**src/rtl/spi_shift_pkg.sv**
```systemverilog
package spi_shift_pkg;

  typedef enum logic {
    SEQ_IDLE  = 1'b0,
    SEQ_SHIFT = 1'b1
  } seq_state_e;

  typedef struct packed {
    logic cpol_n;
    logic cpha_n;
    logic lsb_first;
    logic wide;
    logic duplex;
  } frame_cfg_t;

endpackage

```
**src/rtl/spi_clk_div.sv**
```systemverilog
module spi_clk_div #(
  parameter int DIV_W = 14
) (
  input  logic             clk,
  input  logic             rst,
  input  logic             run,
  input  logic [DIV_W-1:0] div,
  output logic             tick
);

  logic [DIV_W-1:0] cnt;
  logic [DIV_W-1:0] limit;

  // a programmed zero behaves as one: every cycle is an edge
  assign limit = (div == '0) ? '0 : div - DIV_W'(1);
  assign tick  = run && (cnt == limit);

  always_ff @(posedge clk) begin
    if (rst || !run || tick) cnt <= '0;
    else                     cnt <= cnt + DIV_W'(1);
  end

endmodule

```
**src/rtl/spi_seq_ctrl.sv**
```systemverilog
module spi_seq_ctrl
  import spi_shift_pkg::*;
(
  input  logic clk,
  input  logic rst,
  input  logic en,
  input  logic soft_rst,
  input  logic duplex,
  input  logic tx_valid,
  input  logic tick,
  input  logic last_edge,
  output logic start,
  output logic finish,
  output logic busy
);

  seq_state_e state;

  assign start  = (state == SEQ_IDLE) && en && !soft_rst && (!duplex || tx_valid);
  assign finish = (state == SEQ_SHIFT) && tick && last_edge;
  assign busy   = (state == SEQ_SHIFT);

  always_ff @(posedge clk) begin
    if (rst || soft_rst) state <= SEQ_IDLE;
    else if (start)      state <= SEQ_SHIFT;
    else if (finish)     state <= SEQ_IDLE;
  end

  // a word in flight is never dropped except by soft reset
  a_r11_busy_holds: assert property (@(posedge clk) disable iff (rst)
    (busy && !finish && !soft_rst) |=> busy);

endmodule

```
**src/rtl/spi_shift_path.sv**
```systemverilog
module spi_shift_path
  import spi_shift_pkg::*;
#(
  parameter int MAX_W   = 16,
  parameter int SHORT_W = 8
) (
  input  logic             clk,
  input  logic             rst,
  input  logic             clear,
  input  logic             start,
  input  logic             busy,
  input  logic             tick,
  input  logic             finish,
  input  frame_cfg_t       cfg,
  input  logic [MAX_W-1:0] tx_word,
  input  logic             miso,
  output logic             sck,
  output logic             mosi,
  output logic             last_edge,
  output logic [MAX_W-1:0] rx_word,
  output logic             rx_push
);

  localparam int EW  = $clog2(2 * MAX_W);
  localparam int PAD = MAX_W - SHORT_W;

  logic [EW-1:0]      edge_cnt;
  logic               sck_q;
  logic [MAX_W-1:0]   ord_q;
  logic [MAX_W-1:0]   ord_load;
  logic [MAX_W-1:0]   rx_sr;
  logic [MAX_W-1:0]   rx_next;
  logic [MAX_W-1:0]   tx_rev_full;
  logic [MAX_W-1:0]   rx_rev_full;
  logic [SHORT_W-1:0] tx_rev_short;
  logic [SHORT_W-1:0] rx_rev_short;
  logic               capture;
  logic               advance;

  // bit reversal networks for the two word lengths
  generate
    for (genvar i = 0; i < MAX_W; i++) begin : g_rev_full
      assign tx_rev_full[i] = tx_word[MAX_W-1-i];
      assign rx_rev_full[i] = rx_next[MAX_W-1-i];
    end
    for (genvar j = 0; j < SHORT_W; j++) begin : g_rev_short
      assign tx_rev_short[j] = tx_word[SHORT_W-1-j];
      assign rx_rev_short[j] = rx_next[SHORT_W-1-j];
    end
  endgenerate

  // transmit word in send order, first bit at the top
  always_comb begin
    if (!cfg.duplex)   ord_load = '0;
    else if (cfg.wide) ord_load = cfg.lsb_first ? tx_rev_full : tx_word;
    else               ord_load = {(cfg.lsb_first ? tx_rev_short : tx_word[SHORT_W-1:0]),
                                   {PAD{1'b0}}};
  end

  // even edge count means the next edge is a leading one
  assign capture   = cfg.cpha_n ? ~edge_cnt[0] : edge_cnt[0];
  assign advance   = cfg.cpha_n ? edge_cnt[0] : (~edge_cnt[0] && (edge_cnt != '0));
  assign rx_next   = (tick && capture) ? {rx_sr[MAX_W-2:0], miso} : rx_sr;
  assign last_edge = (edge_cnt == (cfg.wide ? EW'(2*MAX_W-1) : EW'(2*SHORT_W-1)));
  assign mosi      = ord_q[MAX_W-1];
  assign sck       = sck_q;

  always_ff @(posedge clk) begin
    if (rst || clear || !busy) edge_cnt <= '0;
    else if (tick)             edge_cnt <= edge_cnt + EW'(1);
  end

  always_ff @(posedge clk) begin
    if (rst)                 sck_q <= 1'b0;
    else if (clear || !busy) sck_q <= ~cfg.cpol_n;
    else if (tick)           sck_q <= ~sck_q;
  end

  always_ff @(posedge clk) begin
    if (rst)                         ord_q <= '0;
    else if (start)                  ord_q <= ord_load;
    else if (busy && tick && advance) ord_q <= {ord_q[MAX_W-2:0], 1'b0};
  end

  always_ff @(posedge clk) begin
    if (rst || start) rx_sr <= '0;
    else if (busy)    rx_sr <= rx_next;
  end

  always_ff @(posedge clk) begin
    if (rst) begin
      rx_word <= '0;
      rx_push <= 1'b0;
    end else begin
      rx_push <= finish && !clear;
      if (finish && !clear) begin
        if (cfg.wide) rx_word <= cfg.lsb_first ? rx_rev_full : rx_next;
        else          rx_word <= {{PAD{1'b0}},
                                  (cfg.lsb_first ? rx_rev_short : rx_next[SHORT_W-1:0])};
      end
    end
  end

  // SCK moves only on divider edges while a word is in flight
  a_r2_sck_steady: assert property (@(posedge clk) disable iff (rst)
    (busy && !tick && !clear) |=> $stable(sck_q));

endmodule

```
**src/rtl/spi_shift_master.sv**
```systemverilog
module spi_shift_master
  import spi_shift_pkg::*;
#(
  parameter int DIV_W   = 14,
  parameter int MAX_W   = 16,
  parameter int SHORT_W = 8
) (
  input  logic             clk,
  input  logic             rst,
  input  logic             cfg_enable,
  input  logic             cfg_soft_rst,
  input  logic [DIV_W-1:0] cfg_div,
  input  logic             cfg_cpol_n,
  input  logic             cfg_cpha_n,
  input  logic             cfg_lsb_first,
  input  logic             cfg_wide,
  input  logic             cfg_duplex,
  input  logic [MAX_W-1:0] tx_data,
  input  logic             tx_valid,
  output logic             tx_pop,
  output logic [MAX_W-1:0] rx_data,
  output logic             rx_push,
  output logic             busy,
  output logic             sck,
  output logic             mosi,
  input  logic             miso
);

  frame_cfg_t cfg_s;
  logic       tick;
  logic       start;
  logic       finish;
  logic       last_edge;

  assign cfg_s.cpol_n    = cfg_cpol_n;
  assign cfg_s.cpha_n    = cfg_cpha_n;
  assign cfg_s.lsb_first = cfg_lsb_first;
  assign cfg_s.wide      = cfg_wide;
  assign cfg_s.duplex    = cfg_duplex;

  assign tx_pop = start && cfg_duplex;

  spi_clk_div #(.DIV_W(DIV_W)) u_div (
    .clk  (clk),
    .rst  (rst),
    .run  (busy),
    .div  (cfg_div),
    .tick (tick)
  );

  spi_seq_ctrl u_seq (
    .clk       (clk),
    .rst       (rst),
    .en        (cfg_enable),
    .soft_rst  (cfg_soft_rst),
    .duplex    (cfg_duplex),
    .tx_valid  (tx_valid),
    .tick      (tick),
    .last_edge (last_edge),
    .start     (start),
    .finish    (finish),
    .busy      (busy)
  );

  spi_shift_path #(.MAX_W(MAX_W), .SHORT_W(SHORT_W)) u_path (
    .clk       (clk),
    .rst       (rst),
    .clear     (cfg_soft_rst),
    .start     (start),
    .busy      (busy),
    .tick      (tick),
    .finish    (finish),
    .cfg       (cfg_s),
    .tx_word   (tx_data),
    .miso      (miso),
    .sck       (sck),
    .mosi      (mosi),
    .last_edge (last_edge),
    .rx_word   (rx_data),
    .rx_push   (rx_push)
  );

  // a pop only ever takes a word that exists, and only in duplex mode
  a_r8_pop_needs_data: assert property (@(posedge clk) disable iff (rst)
    tx_pop |-> (tx_valid && cfg_duplex));

  // receive-only words drive a quiet MOSI
  a_r9_rxonly_quiet: assert property (@(posedge clk) disable iff (rst)
    (busy && !cfg_duplex) |-> !mosi);

  // the completion pulse comes once the shifting has ended
  a_r10_push_not_busy: assert property (@(posedge clk) disable iff (rst)
    rx_push |-> !busy);

  // soft reset leaves the engine idle without a push
  a_r12_soft_clears: assert property (@(posedge clk) disable iff (rst)
    cfg_soft_rst |=> (!busy && !rx_push));

endmodule

```
**config.mk**
```make
export PLATFORM = sky130hd
export DESIGN_NAME = spi_shift_master
export DESIGN_NICKNAME = d
export VERILOG_FILES = /design/src/rtl/spi_shift_pkg.sv /design/src/rtl/spi_clk_div.sv /design/src/rtl/spi_seq_ctrl.sv /design/src/rtl/spi_shift_path.sv /design/src/rtl/spi_shift_master.sv
export SDC_FILE = /design/constraint.sdc
export NUM_CORES = 1
export LEC_CHECK = 0
export BUFFER_PORTS_ARGS = -buffer_cell sky130_fd_sc_hd__buf_2
export CAP_MARGIN = 20
export CORE_ASPECT_RATIO = 1.1
export CORE_MARGIN = 4
export CORE_UTILIZATION = 25
export CTS_CLUSTER_SIZE = 10
export DETAILED_ROUTE_END_ITERATION = 12
export PLACE_DENSITY = 0.44
export RECOVER_POWER = 50
export SLEW_MARGIN = 10
export SYNTH_ARGS = -nofsm -noshare
export SYNTH_HDL_FRONTEND = slang
export SYNTH_HIERARCHICAL = 1
export SYNTH_SLANG_ARGS = --single-unit
```
**constraint.sdc**
```tcl
create_clock -name clk -period 7.4 [get_ports clk]
set_clock_uncertainty 0.15 [all_clocks]
set_input_delay 1.48 -clock clk [delete_from_list [all_inputs] [get_ports clk]]
set_output_delay 1.48 -clock clk [all_outputs]
set_load 0.1 [all_outputs]
```
# Word level (Yosys, flattened, before mapping)
# Cells that the tools add are included.
# totals
register_bits,70
input_bits,41
out_inout_bits,21
wordCells,61
# classes
n_addsub,3
n_eq_ne,2
n_mux,18
n_bitwise,4
n_reduce_logical,26
# ops
op,count
16-bit 2-to-1 mux,8
8-bit 2-to-1 mux,2
14-bit by 1-bit adder with 14-bit output (second input constant),1
14-bit equality test,1
14-bit logical NOT,1
14-bit 2-to-1 mux,1
14-bit by 1-bit subtractor with 14-bit output (second input constant),1
1-bit logical AND,11
1-bit logical OR,7
1-bit 2-to-1 mux,6
2-bit nonzero test,3
5-bit by 1-bit adder with 5-bit output (second input constant),1
5-bit equality test,1
5-bit 2-to-1 mux,1
5-bit nonzero test,1
1-bit inverter,4
1-bit logical NOT,3

# Logic depth before layout (Yosys ltp)
# Gate-level depths: netlist of run 1.
# depth
word_depth,8
depth_mapped,17
ltp_nobuf,16

# By module
# The synthesis of run 1 kept the hierarchy.
# modules_own_cells
module,instances,cells_per_inst,area_per_inst_um2,seq_area_each_um2
spi_shift_path,1,380,3146.8,1101.1
spi_clk_div,1,163,1316.3,280.3
spi_seq_ctrl,1,7,63.8,20.0
spi_shift_master,1,1,6.3,0.0

# Least setup slack after synthesis of run 1
# No wires, ideal clock.
# synth_timing
path_type,input port to flip-flop
start,input cfg_div[0]
end,register u_path.rx_word[4]
setup_ns,0.120
arrival_time_ns,4.578
t_required_ns,7.130
path_slack_ns,2.552
cell_stages,16
path_buffers,3
cell_sequence,inv_1 ha_1 or3b_1 clkbuf_1 a2111o_1 nand3_1 nor4b_1 nand2_1 or4_1 nor2_1 buf_2 inv_1 clkbuf_1 a31oi_1 o21ai_0 o31a_1
# synth_via
elab_chain_cells,8
word_cells_on_any_way,13
classes_between,add/sub (1); eq/ne (1); mux (5); reduce/logical (6)
# synth_rtl
item,line_no,source
"start, declared",spi_shift_master.sv:12,"input logic [DIV_W-1:0] cfg_div,"
14-bit by 1-bit subtractor with 14-bit output / 14-bit logical NOT (equally long branches),spi_clk_div.sv:15,assign limit = (div == '0) ? '0 : div - DIV_W'(1);
14-bit 2-to-1 mux (*),spi_clk_div.sv:15,
14-bit equality test (*),spi_clk_div.sv:16,assign tick = run && (cnt == limit);
1-bit logical AND (*),spi_clk_div.sv:16,
via tick,spi_shift_master.sv:30,logic tick;
1-bit logical AND,spi_shift_path.sv:63,"assign rx_next = (tick && capture) ? {rx_sr[MAX_W-2:0], miso} : rx_sr;"
16-bit 2-to-1 mux,spi_shift_path.sv:63,
8-bit 2-to-1 mux / 16-bit 2-to-1 mux (equally long branches),"spi_shift_path.sv:99, spi_shift_path.sv:97",
16-bit 2-to-1 mux,spi_shift_path.sv:97,if (cfg.wide) rx_word <= cfg.lsb_first ? rx_rev_full : rx_next;
"end signal, assigned",spi_shift_path.sv:97,
"end signal, assigned",spi_shift_path.sv:98,"else rx_word <= {{PAD{1'b0}},"
"end, declared",spi_shift_path.sv:20,"output logic [MAX_W-1:0] rx_word,"
# The timed path passes the listed nets; every way through them passes the cells marked *.
# A chain may end at the register's enable or synchronous reset.

# Worst setup path in the final report of run 1
# layout_timing
start,input cfg_div[0]
end,register u_path.rx_word[12]
# layout_via
word_cells_on_any_way,12
classes_between,add/sub (1); eq/ne (1); mux (4); reduce/logical (6)
# layout_rtl
item,line_no,source
14-bit by 1-bit subtractor with 14-bit output / 14-bit logical NOT (equally long branches),spi_clk_div.sv:15,
14-bit 2-to-1 mux (*),spi_clk_div.sv:15,
14-bit equality test (*),spi_clk_div.sv:16,
1-bit logical AND (*),spi_clk_div.sv:16,
via tick,spi_shift_master.sv:30,
1-bit logical AND (*) (2 in a row),spi_seq_ctrl.sv:20,assign finish = (state == SEQ_SHIFT) && tick && last_edge;
via finish,spi_shift_master.sv:32,logic finish;
1-bit logical AND (*),spi_shift_path.sv:96,if (finish && !clear) begin
# Marks and branches as above.

==> results of run 1 <==
-- layer usage --
layer  up-vias  part of all wire  GRT usage
met5         -                 0          0
met4         0             0.011     0.0554
met3         8             0.057     0.0310
met2       110              0.46      0.214
met1      1970              0.47      0.177
li1       2118                 -          -
-- state kept, by name (all words and copies together), names as in the netlist --
name,cells
u_div/cnt,14
u_path/edge_cnt,5
u_path/ord_q,16
u_path/rx_push,1
u_path/rx_sr,16
u_path/rx_word,16
u_path/sck,1
u_seq/busy,1
-- cell usage after synthesis (3+ instances only) --
master	count	area, um^2
clkbuf_1	18	67.6
o221ai_1	11	96.3
xor2_1	10	87.6
ha_1	4	50.1
dfxtp_1	70	1400
buf_6	4	45.0
buf_4	4	30.0
mux2i_1	37	370
nor4_1	9	56.3
a21oi_1	17	85.1
xnor2_1	15	131
nor2_1	52	195
inv_1	18	67.6
and2_1	5	31.3
a31oi_1	9	56.3
o211ai_1	4	30.0
o22ai_1	3	18.8
nor2b_1	5	31.3
a21o_1	3	22.5
nand2_1	47	176
or4_1	3	22.5
nand3_1	21	105
buf_2	11	55.1
nor3_1	27	135
nand2b_1	11	68.8
o31a_1	3	26.3
and3_1	5	31.3
o31ai_1	4	30.0
o311a_1	8	80.1
o21ai_0	37	185
nand4_1	8	50.1
a22oi_1	5	37.5
a211oi_1	9	67.6
-- report_power, final --
part | internal (W) | switching (W) | leakage [nW]
clock network | 0.000279 | 0.000160 | 0.146
logic | 0.0000358 | 0.0000666 | 1.19
registers | 0.000384 | 0.00000614 | 0.567
-- per-stage QoR --
| stage | utilization | power [W] | setup slack (ns) |
|---|---|---|---|
| after global routing | 0.295 | 0.000973 | 0.744 |
| after floorplan | - | 0.000467 | 2.55 |
| final | 0.295 | 0.000931 | 1.18 |
| after global placement | 0.281 | 0.000501 | 1.43 |
| after CTS | 0.298 | 0.000948 | 1.79 |
| after detailed placement | 0.281 | 0.000501 | 1.47 |
-- cells by family (layout without fill, tap and decap cells) --
family                     after synthesis  count (layout)
DFF                                     70              70
AOI/OAI and AO/OA                      141             141
adders and majority gates                4               4
and+or+nand+nor                        212             212
buffers and inverters                   57             101
muxes                                   39              39
xor gates and xnor gates                28              28
-- worst min path at each step --
stage	start	endpoint	cells after the start
after floorplan	u_div/cnt[0]	u_div/cnt[0]	1
after global placement	u_path/rx_word[8]	u_path/rx_word[8]	2
after detailed placement	u_path/rx_word[8]	u_path/rx_word[8]	2
after CTS	u_path/rx_word[10]	u_path/rx_word[10]	1
after global routing	u_path/rx_word[10]	u_path/rx_word[10]	1
final	u_path/rx_word[8]	u_path/rx_word[8]	2
-- tightest hold or removal path, cell delays in order, from the launching register on --
cell and delay (ns):
dfxtp_1 0.32, nand2_1 0.05, o31ai_1 0.05
-- placed cells by master (no fill, tap or decap), drive strengths merged, types with 3 or more instances in the layout --
cell	n
a211oi	10
o31ai	4
nor2	53
nand2b	11
nand2	48
a22oi	5
a21oi	17
and3	6
xnor2	15
a21boi	3
o211ai	4
o21ai	38
nand3	22
ha	4
nor2b	5
mux2i	37
nand4	8
o311a	9
clkbuf	36
o31a	3
nor4	13
and2	5
xor2	11
dfxtp	70
o221ai	11
o41ai	3
a21o	3
o22ai	3
inv	18
buf	43
nor3	27
or4	4
a31oi	9
-- area by class of cell --
class	instances	area, um^2
fill	2000	12500
clock buffer	13	260
clock inverter	3	42.5
inverter	19	71.3
sequential	70	1400
multi-input combinational	424	2840
timing repair buffer	66	312
tap	238	298
==> results by group, run 1 <==
Synth
  • Top_reg_cell synth: dfxtp_1
  • Post-Synth Adder-Cell Area: 0.0110
  • Post-synth ARST share: 0
  • Seq cells post-synth: 70
  • Synth Warn #: 6
  • Post-Synthesis Net Count: 596
  • Synth cell types: 78
  • Mapped Cells: 551
  • Post-synthesis mux area share: 0.0867
  • Number of synthesized flops with an enable pin: 0
  • Post-synthesis simple-gate area fraction: 0.244
  • Seq/Total Area, Yosys: 0.309
  • Compound-Gate Fraction of Synth Area: 0.224
  • Xor/xnor cell area share of the yosys netlist: 0.0646
  • Synthesized area: 4530 um^2
  • Synth Area per Inst: 8.23 um^2
  • Main combinational cell family by area after synthesis: simple AND/OR/NAND/NOR gates

Critical path
  • CP bufs+invs: 3
  • Crit-path cells: clkbuf_1, nor4_2, and4b_1, xnor2_1, or4b_1, o311a_2, or4_1, nor2_1, and3_1, nor2b_1, clkbuf_1, nand2_1, inv_1, nand3_1, a21oi_1, a221o_1
  • Register-to-register setup slack: 2.71 ns
  • CP dominant cell by count: clkbuf_1
  • Crit end category: flip-flop
  • R2R depth: 13
  • Startpoint Class: input port
  • Worst Setup SP: cfg_div[0]
  • CP endpoint: u_path/rx_word[12]
  • R2R Path Start: u_seq/busy
  • Crit-path max FO: 12
  • Required time of the critical path: 7.53 ns
  • Worst path depth: 16
  • CP arrival: 6.35 ns
  • Worst R2R End: u_path/rx_word[12]
  • Critical path class: input port to flip-flop
  • CP top delay family: simple AND/OR/NAND/NOR gates
  • Slowest stage cell, crit path: nor4_2
  • CP peak stage delay: 0.60 ns

Cells and area
  • Post-layout net count: 635
  • Antenna fix cells: 0
  • Non-Filler Instances: 833
  • Layout cells sized above 1: 0.123
  • P&R area growth vs syn: 15.3%
  • Design Area, Final: 5230 um^2

STA
  • F_max: 0.161 GHz
  • Endpoints failing setup: 0
  • Max Slew Vio Count: 15
  • Post-layout min period: 6.22 ns
  • Unrepaired setup endpoints after global routing: false
  • Final period util: 0.841
  • Slew margin rel.: -0.469
  • Final Hold Viols: 0
  • Fin Setup TNS: 0 ns
  • Final Hold Slack: 0.309 ns
  • Worst-margin pin slew: 2.18 ns

Power and ir drop
  • Worst IR Drop VDD: 0.0751 mV
  • Pwr dens: 178 nW/um^2
  • Leak: 1.90 nW

Clock network
  • Clk slew on worst S/H paths: 0.06 ns
  • CTS root buffer: clkbuf_16
  • CTS Buf Count: 9
  • Clk_lat worst skew: 0.34 ns
  • TritonCTS clock tree: built
  • # clock sinks: 70
  • Setup repair bufs after CTS: 0
  • # hold bufs at CTS: 0
  • CTS H-tree lvls: 3
  • Post-CTS resize count: 0
  • Max clock buf depth: 2

Global routing
  • Initial antenna violation count: 0
  • Largest net degree at the start of global routing: 47
  • Total track usage: 0.135
  • First-pass GRT wire length: 21.9 mm
  • GRT overflow: 0
  • Vias in the first global route: 4,070

Floorplan
  • Die Y: 149 um
  • Die area: 20,400 um^2
  • Initial Util: 0.256
  • Die Wd: 136 um
  • Core Region: 17,700 um^2
  • Row cnt: 51
  • IO Pins: 62

Place
  • DP Cell Count: 817
  • Gpl congestion: 0.847
  • Area after DPL: 4980 um^2
  • Port bufs: 61
  • DP HPWL: 9.80 mm

Drt
  • Total Wirelength: 13.5 mm
  • Routed len/inst: 16.2 um
  • Post-route ant nets: 0
  • Avg Vias per Cell: 5.05
  • DRC viols: 0
  • Via Count: 4,206
  • TritonRoute pass-1 iters: 5
  • DR iter-0 viols: 274

Min path
  • Worst hold path class: flip-flop to flip-flop

Run status
  • Status: finished with violations
  • Failing checks: max-capacitance violations, max-slew violations

Flow run
  • Max cap viols: 1
Note: power is estimated with default switching activity, not from simulation.
==> run 2, diff against run 1 <==
--- a/config.mk
+++ b/config.mk
@@ -12,7 +12,7 @@
 export CORE_UTILIZATION = 25
 export CTS_CLUSTER_SIZE = 10
 export DETAILED_ROUTE_END_ITERATION = 12
-export PLACE_DENSITY = 0.44
+export PLACE_DENSITY = 0.46
 export RECOVER_POWER = 50
 export SLEW_MARGIN = 10
 export SYNTH_ARGS = -nofsm -noshare
==> constraint.sdc (replaced) <==
create_clock -name clk -period 5.51 [get_ports clk]
set_clock_uncertainty 0.15 [all_clocks]
set_input_delay 1.102 -clock clk [delete_from_list [all_inputs] [get_ports clk]]
set_output_delay 1.102 -clock clk [all_outputs]
set_load 0.1 [all_outputs]
==> results by group, run 2 (synthesized netlist as in run 1, its figures left out) <==
Drt
  • Routed len/inst: 15.9 um (-1.7%)
  • M1 WL: 6.19 mm (-2.7%)
  • Met3 WL: 738 um (-3.3%)
  • Wire length on met2: 6.12 mm (-1.4%)
  • Top Metal Used: met5
  • Total Wirelength: 13.3 mm (-1.7%)
  • Avg Vias per Cell: 5.14 (+1.9%)
  • DRC viols: 0 (unchanged)
  • Post-route ant nets: 0 (unchanged)
  • DR iter-0 viols: 203 (-26%)
  • Via Count: 4,285 (+1.9%)
  • TritonRoute pass-1 iters: 4 (-1)

Global routing
  • GRT overflow: 0 (unchanged)
  • Largest net degree at the start of global routing: 47 (unchanged)
  • First-pass GRT wire length: 21.5 mm (-2.1%)
  • Initial antenna violation count: 1 (+1)
  • Vias in the first global route: 4,117 (+1.2%)
  • Total track usage: 0.131 (-0.00434)

Cells and area
  • Post-layout net count: 636 (+0.16%)
  • Layout cells sized above 1: 0.128 (+0.00504)
  • Antenna fix cells: 0 (unchanged)
  • Non-Filler Instances: 833 (unchanged)
  • P&R area growth vs syn: 15.2% (about the same)
  • Top Registers: u_path/ord_q (16), u_path/rx_sr (16), u_path/rx_word (16)
  • Design Area, Final: 5220 um^2 (about the same)
  • Fill cells: 1,966 (-1.7%)
  • Most frequent cells in the layout: dfxtp_1 (70), nor2_1 (51), nand2_1 (47)
  • Leading cell type in the layout, fill and taps excluded: dfxtp_1

STA
  • Slew margin rel.: 0.154 (+0.623)
  • Fin Setup TNS: 0 ns (unchanged)
  • Setup ws final: 0.442 ns (-0.734 ns)
  • Endpoints failing setup: 0 (unchanged)
  • Final Hold Viols: 0 (unchanged)
  • F_max: 0.197 GHz
  • Worst-margin pin slew: 1.27 ns (-0.901 ns)
  • Max Slew Vio Count: 0 (-15)
  • Post-layout min period: 5.07 ns
  • Final period util: 0.920
  • Unrepaired setup endpoints after global routing: false

Place
  • Gpl congestion: 0.827 (-2.3%)
  • Pre-CTS setup slack: 0.182 ns (-1.29 ns)
  • Port bufs: 61 (unchanged)
  • DP Cell Count: 818 (+0.12%)
  • DP HPWL: 9.55 mm (-2.6%)
  • Area after DPL: 4990 um^2 (+0.15%)

Critical path
  • Critical path class: input port to flip-flop
  • R2R depth: 10 (-3)
  • Crit-path max FO: 28 (+16)
  • Register-to-register setup slack: 1.60 ns (-1.11 ns)
  • R2R Path Start: u_seq/busy
  • Startpoint Class: input port
  • Crit end category: flip-flop
  • CP arrival: 5.11 ns (-1.24 ns)
  • Required time of the critical path: 5.55 ns (-1.98 ns)
  • Worst R2R End: u_path/rx_word[15]

Floorplan
  • Core Region: 17,700 um^2 (unchanged)
  • Die Wd: 136 um (unchanged)
  • Die area: 20,400 um^2 (unchanged)
  • Die Y: 149 um (unchanged)
  • Initial Util: 0.256 (unchanged)
  • IO Pins: 62 (unchanged)
  • Row cnt: 51 (unchanged)

Clock network
  • Clk_lat worst skew: 0.33 ns (about the same)
  • # hold bufs at CTS: 0 (unchanged)
  • Max clock buf depth: 2 (unchanged)
  • TritonCTS clock tree: built
  • CTS Buf Count: 9 (unchanged)
  • Setup repair bufs after CTS: 0 (unchanged)
  • Clk slew on worst S/H paths: 0.05 ns (about the same)
  • # clock sinks: 70 (unchanged)
  • Post-CTS resize count: 0 (unchanged)
  • CTS H-tree lvls: 3 (unchanged)
  • CTS root buffer: clkbuf_16

Min path
  • Hold Path Depth: 2 (unchanged)
  • Worst hold path class: flip-flop to flip-flop
  • HP Start: u_path/rx_word[9]
  • Hold worst-path end: u_path/rx_word[9]

Flow run
  • Max cap viols: 0 (-1)

Power and ir drop
  • Leak: 1.91 nW (+0.28%)
  • Worst IR Drop VDD: 0.139 mV (+84%)
  • Pwr dens: 236 nW/um^2 (+32%)
  • Pwr Total: 0.00123 W (+32%)

Run status
  • Status: complete, no violations
-- run 2: cell count changes in the layout (fill, tap and decap cells not counted), sizes merged --
cell / previous run / this run
buf: 43 / 45
clkbuf: 36 / 33
clkinv: 2 / 3
-- run 2: layer usage --
| layer | vias up | global-route usage |
|---|---|---|
| li1 | 2111 | - |
| met1 | 2042 | 0.175 |
| met2 | 115 | 0.210 |
| met3 | 15 | 0.0290 |
| met4 | 2 | 0.0393 |
| met5 | - | 0 |
-- run 2: cell type report --
| class | count | area (um^2) | area share |
|---|---|---|---|
| timing repair buffer | 67 | 323 | 0.0618 |
| sequential | 70 | 1400 | 0.268 |
| tap | 238 | 298 | 0.0570 |
| clock buffer | 11 | 243 | 0.0465 |
| multi-input combinational | 424 | 2840 | 0.543 |
| inverter | 19 | 71.3 | 0.0137 |
| clock inverter | 4 | 47.5 | 0.00911 |
-- run 2: worst max-delay path by stage --
stage                          start            endpoint  slack, ns  cells after the start
after floorplan           cfg_div[0]   u_path/rx_word[4]       1.04                     16
after global placement    cfg_div[0]   u_path/rx_word[0]       0.23                     15
after detailed placement  cfg_div[0]  u_path/rx_word[15]       0.18                     15
after CTS                 cfg_div[0]  u_path/rx_word[15]       0.51                     15
after global routing      cfg_div[0]     u_path/rx_sr[4]       0.13                     14
final                     cfg_div[0]  u_path/rx_word[15]       0.44                     15
-- run 2: power breakdown --
part	switching [W]	total, W	internal [W]
Combinational	0.0000884	0.000137	0.0000484
Sequential	0.00000848	0.000524	0.000516
Clock	0.000213	0.000571	0.000359
-- run 2: critical path: stages --
cell,delay (ns)
clkbuf_1,0.14
inv_1,0.10
ha_1,0.23
or3b_1,0.50
a2111o_1,0.45
nand3_1,0.08
nor4b_1,0.35
nand2_1,0.09
or4_1,0.42
nor2_2,0.16
buf_4,0.33
inv_1,0.30
nor2_2,0.33
mux2i_1,0.35
o221ai_1,0.17
-- run 2: through the flow --
stage / utilization / hold WS (ns)
2_1_floorplan: - / 0.295
3_3_place_gp: 0.281 / 0.307
3_5_place_dp: 0.281 / 0.311
4_1_cts: 0.298 / 0.324
5_1_grt: 0.294 / 0.360
6_report: 0.294 / 0.324
==> run 3, diff against run 2 <==
--- a/config.mk
+++ b/config.mk
@@ -8,7 +8,6 @@
 export BUFFER_PORTS_ARGS = -buffer_cell sky130_fd_sc_hd__buf_2
 export CAP_MARGIN = 20
 export CORE_ASPECT_RATIO = 1.1
-export CORE_MARGIN = 4
 export CORE_UTILIZATION = 25
 export CTS_CLUSTER_SIZE = 10
 export DETAILED_ROUTE_END_ITERATION = 12
==> results by group, run 3 (synthesized netlist as in run 1, its figures left out) <==
Run status
  • Status: finished with violations
  • Failing checks: max-capacitance violations, max-slew violations

Floorplan
  • Die Wd: 130 um (-4.4%)
  • Die Y: 143 um (-4.0%)
  • IO Pins: 62 (unchanged)
  • Row cnt: 51 (unchanged)
  • Initial Util: 0.256 (unchanged)
  • Core Region: 17,700 um^2 (unchanged)
  • Die area: 18,700 um^2 (-8.2%)

STA
  • Unrepaired setup endpoints after global routing: false
  • F_max: 0.198 GHz (+0.11%)
  • Worst-margin pin slew: 2.09 ns (+0.813 ns)
  • Slew margin rel.: -0.410 (-0.564)
  • Fin Setup TNS: 0 ns (unchanged)
  • Final period util: 0.919 (-0.00102)
  • Final Hold Viols: 0 (unchanged)
  • Post-layout min period: 5.06 ns (-0.00562 ns)
  • Max Slew Vio Count: 15 (+15)
  • Endpoints failing setup: 0 (unchanged)

Critical path
  • R2R depth: 10 (unchanged)
  • CP peak stage delay: 0.49 ns (about the same)
  • CP arrival: 5.11 ns (about the same)
  • R2R Path Start: u_seq/busy
  • Slowest stage cell, crit path: or3b_1
  • Crit-path max FO: 28 (unchanged)
  • Register-to-register setup slack: 1.57 ns (-0.03 ns)
  • Required time of the critical path: 5.56 ns (about the same)
  • Critical path class: input port to flip-flop
  • Worst R2R End: u_path/rx_word[15]
  • Crit end category: flip-flop
  • Startpoint Class: input port
  • Crit-path cells: clkbuf_1, inv_1, ha_1, or3b_1, a2111o_1, nand3_1, nor4b_1, nand2_1, or4_1, nor2_2, buf_4, inv_1, nor2_2, mux2i_1, o221ai_1

Cells and area
  • Antenna fix cells: 0 (unchanged)
  • Most frequent cells in the layout: dfxtp_1 (70), nor2_1 (51), nand2_1 (47)
  • Non-Filler Instances: 834 (+0.12%)
  • P&R area growth vs syn: 14.9%
  • Leading cell type in the layout, fill and taps excluded: dfxtp_1
  • Post-layout net count: 637 (+0.16%)
  • Layout cells sized above 1: 0.128 (-0.000214)
  • Top Registers: u_path/ord_q (16), u_path/rx_sr (16), u_path/rx_word (16)

Drt
  • Routed len/inst: 15.7 um (-1.5%)
  • DRC viols: 0 (unchanged)
  • Post-route ant nets: 0 (unchanged)
  • Via Count: 4,276 (-0.21%)
  • Avg Vias per Cell: 5.13 (-0.33%)
  • DR iter-0 viols: 310 (+53%)
  • TritonRoute pass-1 iters: 5 (+1)
  • Total Wirelength: 13.1 mm (-1.3%)

Clock network
  • Clk slew on worst S/H paths: 0.06 ns (about the same)
  • CTS Buf Count: 9 (unchanged)
  • # hold bufs at CTS: 0 (unchanged)
  • Setup repair bufs after CTS: 0 (unchanged)
  • Max clock buf depth: 2 (unchanged)
  • TritonCTS clock tree: built
  • Clk_lat worst skew: 0.33 ns (about the same)
  • Post-CTS resize count: 0 (unchanged)
  • # clock sinks: 70 (unchanged)
  • CTS H-tree lvls: 3 (unchanged)
  • CTS root buffer: clkbuf_16

Min path
  • Hold Path Depth: 2 (unchanged)
  • Hold worst-path end: u_path/rx_word[9]
  • Worst hold path class: flip-flop to flip-flop
  • HP Start: u_path/rx_word[9]

Global routing
  • Total track usage: 0.144 (+0.0129)
  • Vias in the first global route: 4,020 (-2.4%)
  • Initial antenna violation count: 0 (-1)
  • Largest net degree at the start of global routing: 47 (unchanged)
  • GRT overflow: 0 (unchanged)
  • First-pass GRT wire length: 21.0 mm (-2.1%)

Power and ir drop
  • Worst IR Drop VDD: 0.0961 mV (-31%)
  • Pwr dens: 230 nW/um^2 (-2.4%)
  • Leak: 1.90 nW (-0.37%)

Flow run
  • Max cap viols: 1 (+1)

Place
  • DP HPWL: 9.41 mm (-1.5%)
  • Gpl congestion: 0.859 (+3.9%)
  • DP Cell Count: 819 (+0.12%)
  • Port bufs: 61 (unchanged)
run 3: worst max-delay path, delay by kind of cell:
kind / cells / cell delay (ns)
and+or+nand+nor: 7 / 1.95
buffers and inverters: 4 / 0.86
AOI/OAI and AO/OA: 2 / 0.62
muxes: 1 / 0.36
adders and majority gates: 1 / 0.22
run 3: power breakdown:
group          internal [W]  leakage [nW]  switching, W
clock              0.000326         0.131      0.000214
sequential         0.000516         0.567    0.00000824
combinational     0.0000483          1.20     0.0000877
run 3: worst max-delay path by stage:
stage	start	end	slack, ns	depth (start not counted)
floorplan	cfg_div[0]	u_path/rx_word[4]	1.04	16
global placement	cfg_div[0]	u_path/rx_word[0]	0.08	15
detailed placement	cfg_div[0]	u_path/rx_word[15]	0.14	15
CTS	cfg_div[0]	u_path/rx_word[0]	0.48	15
global route	cfg_div[0]	u_path/rx_sr[9]	0.07	14
finish	cfg_div[0]	u_path/rx_word[15]	0.45	15
run 3: metal layers:
metal | routed length (um) | GRT usage | vias to the layer above
met5 | 0 | 0 | -
li1 | - | - | 2123
met3 | 694 | 0.0322 | 15
met4 | 170 | 0.0423 | 0
met1 | 6240 | 0.194 | 2006
met2 | 5970 | 0.227 | 132
run 3: area by class of cell:
cell class                 count  area (um^2)
clock buffer                  12          256
timing repair buffer          68          330
sequential                    70         1400
inverter                      19         71.3
clock inverter                 3         20.0
fill                        1994        12500
multi-input combinational    424         2830
tap                          238          298
run 3: metrics by stage:
stage	power [W]	utilization	area [um^2]	setup slack (ns)	hold slack, ns
2_1_floorplan	0.000627	-	4530	1.04	0.295
3_3_place_gp	0.000671	0.281	4990	0.0755	0.304
3_5_place_dp	0.000672	0.282	4990	0.139	0.302
4_1_cts	0.00122	0.297	5270	0.476	0.321
5_1_grt	0.00125	0.294	5210	0.0668	0.344
6_report	0.00120	0.294	5210	0.448	0.320
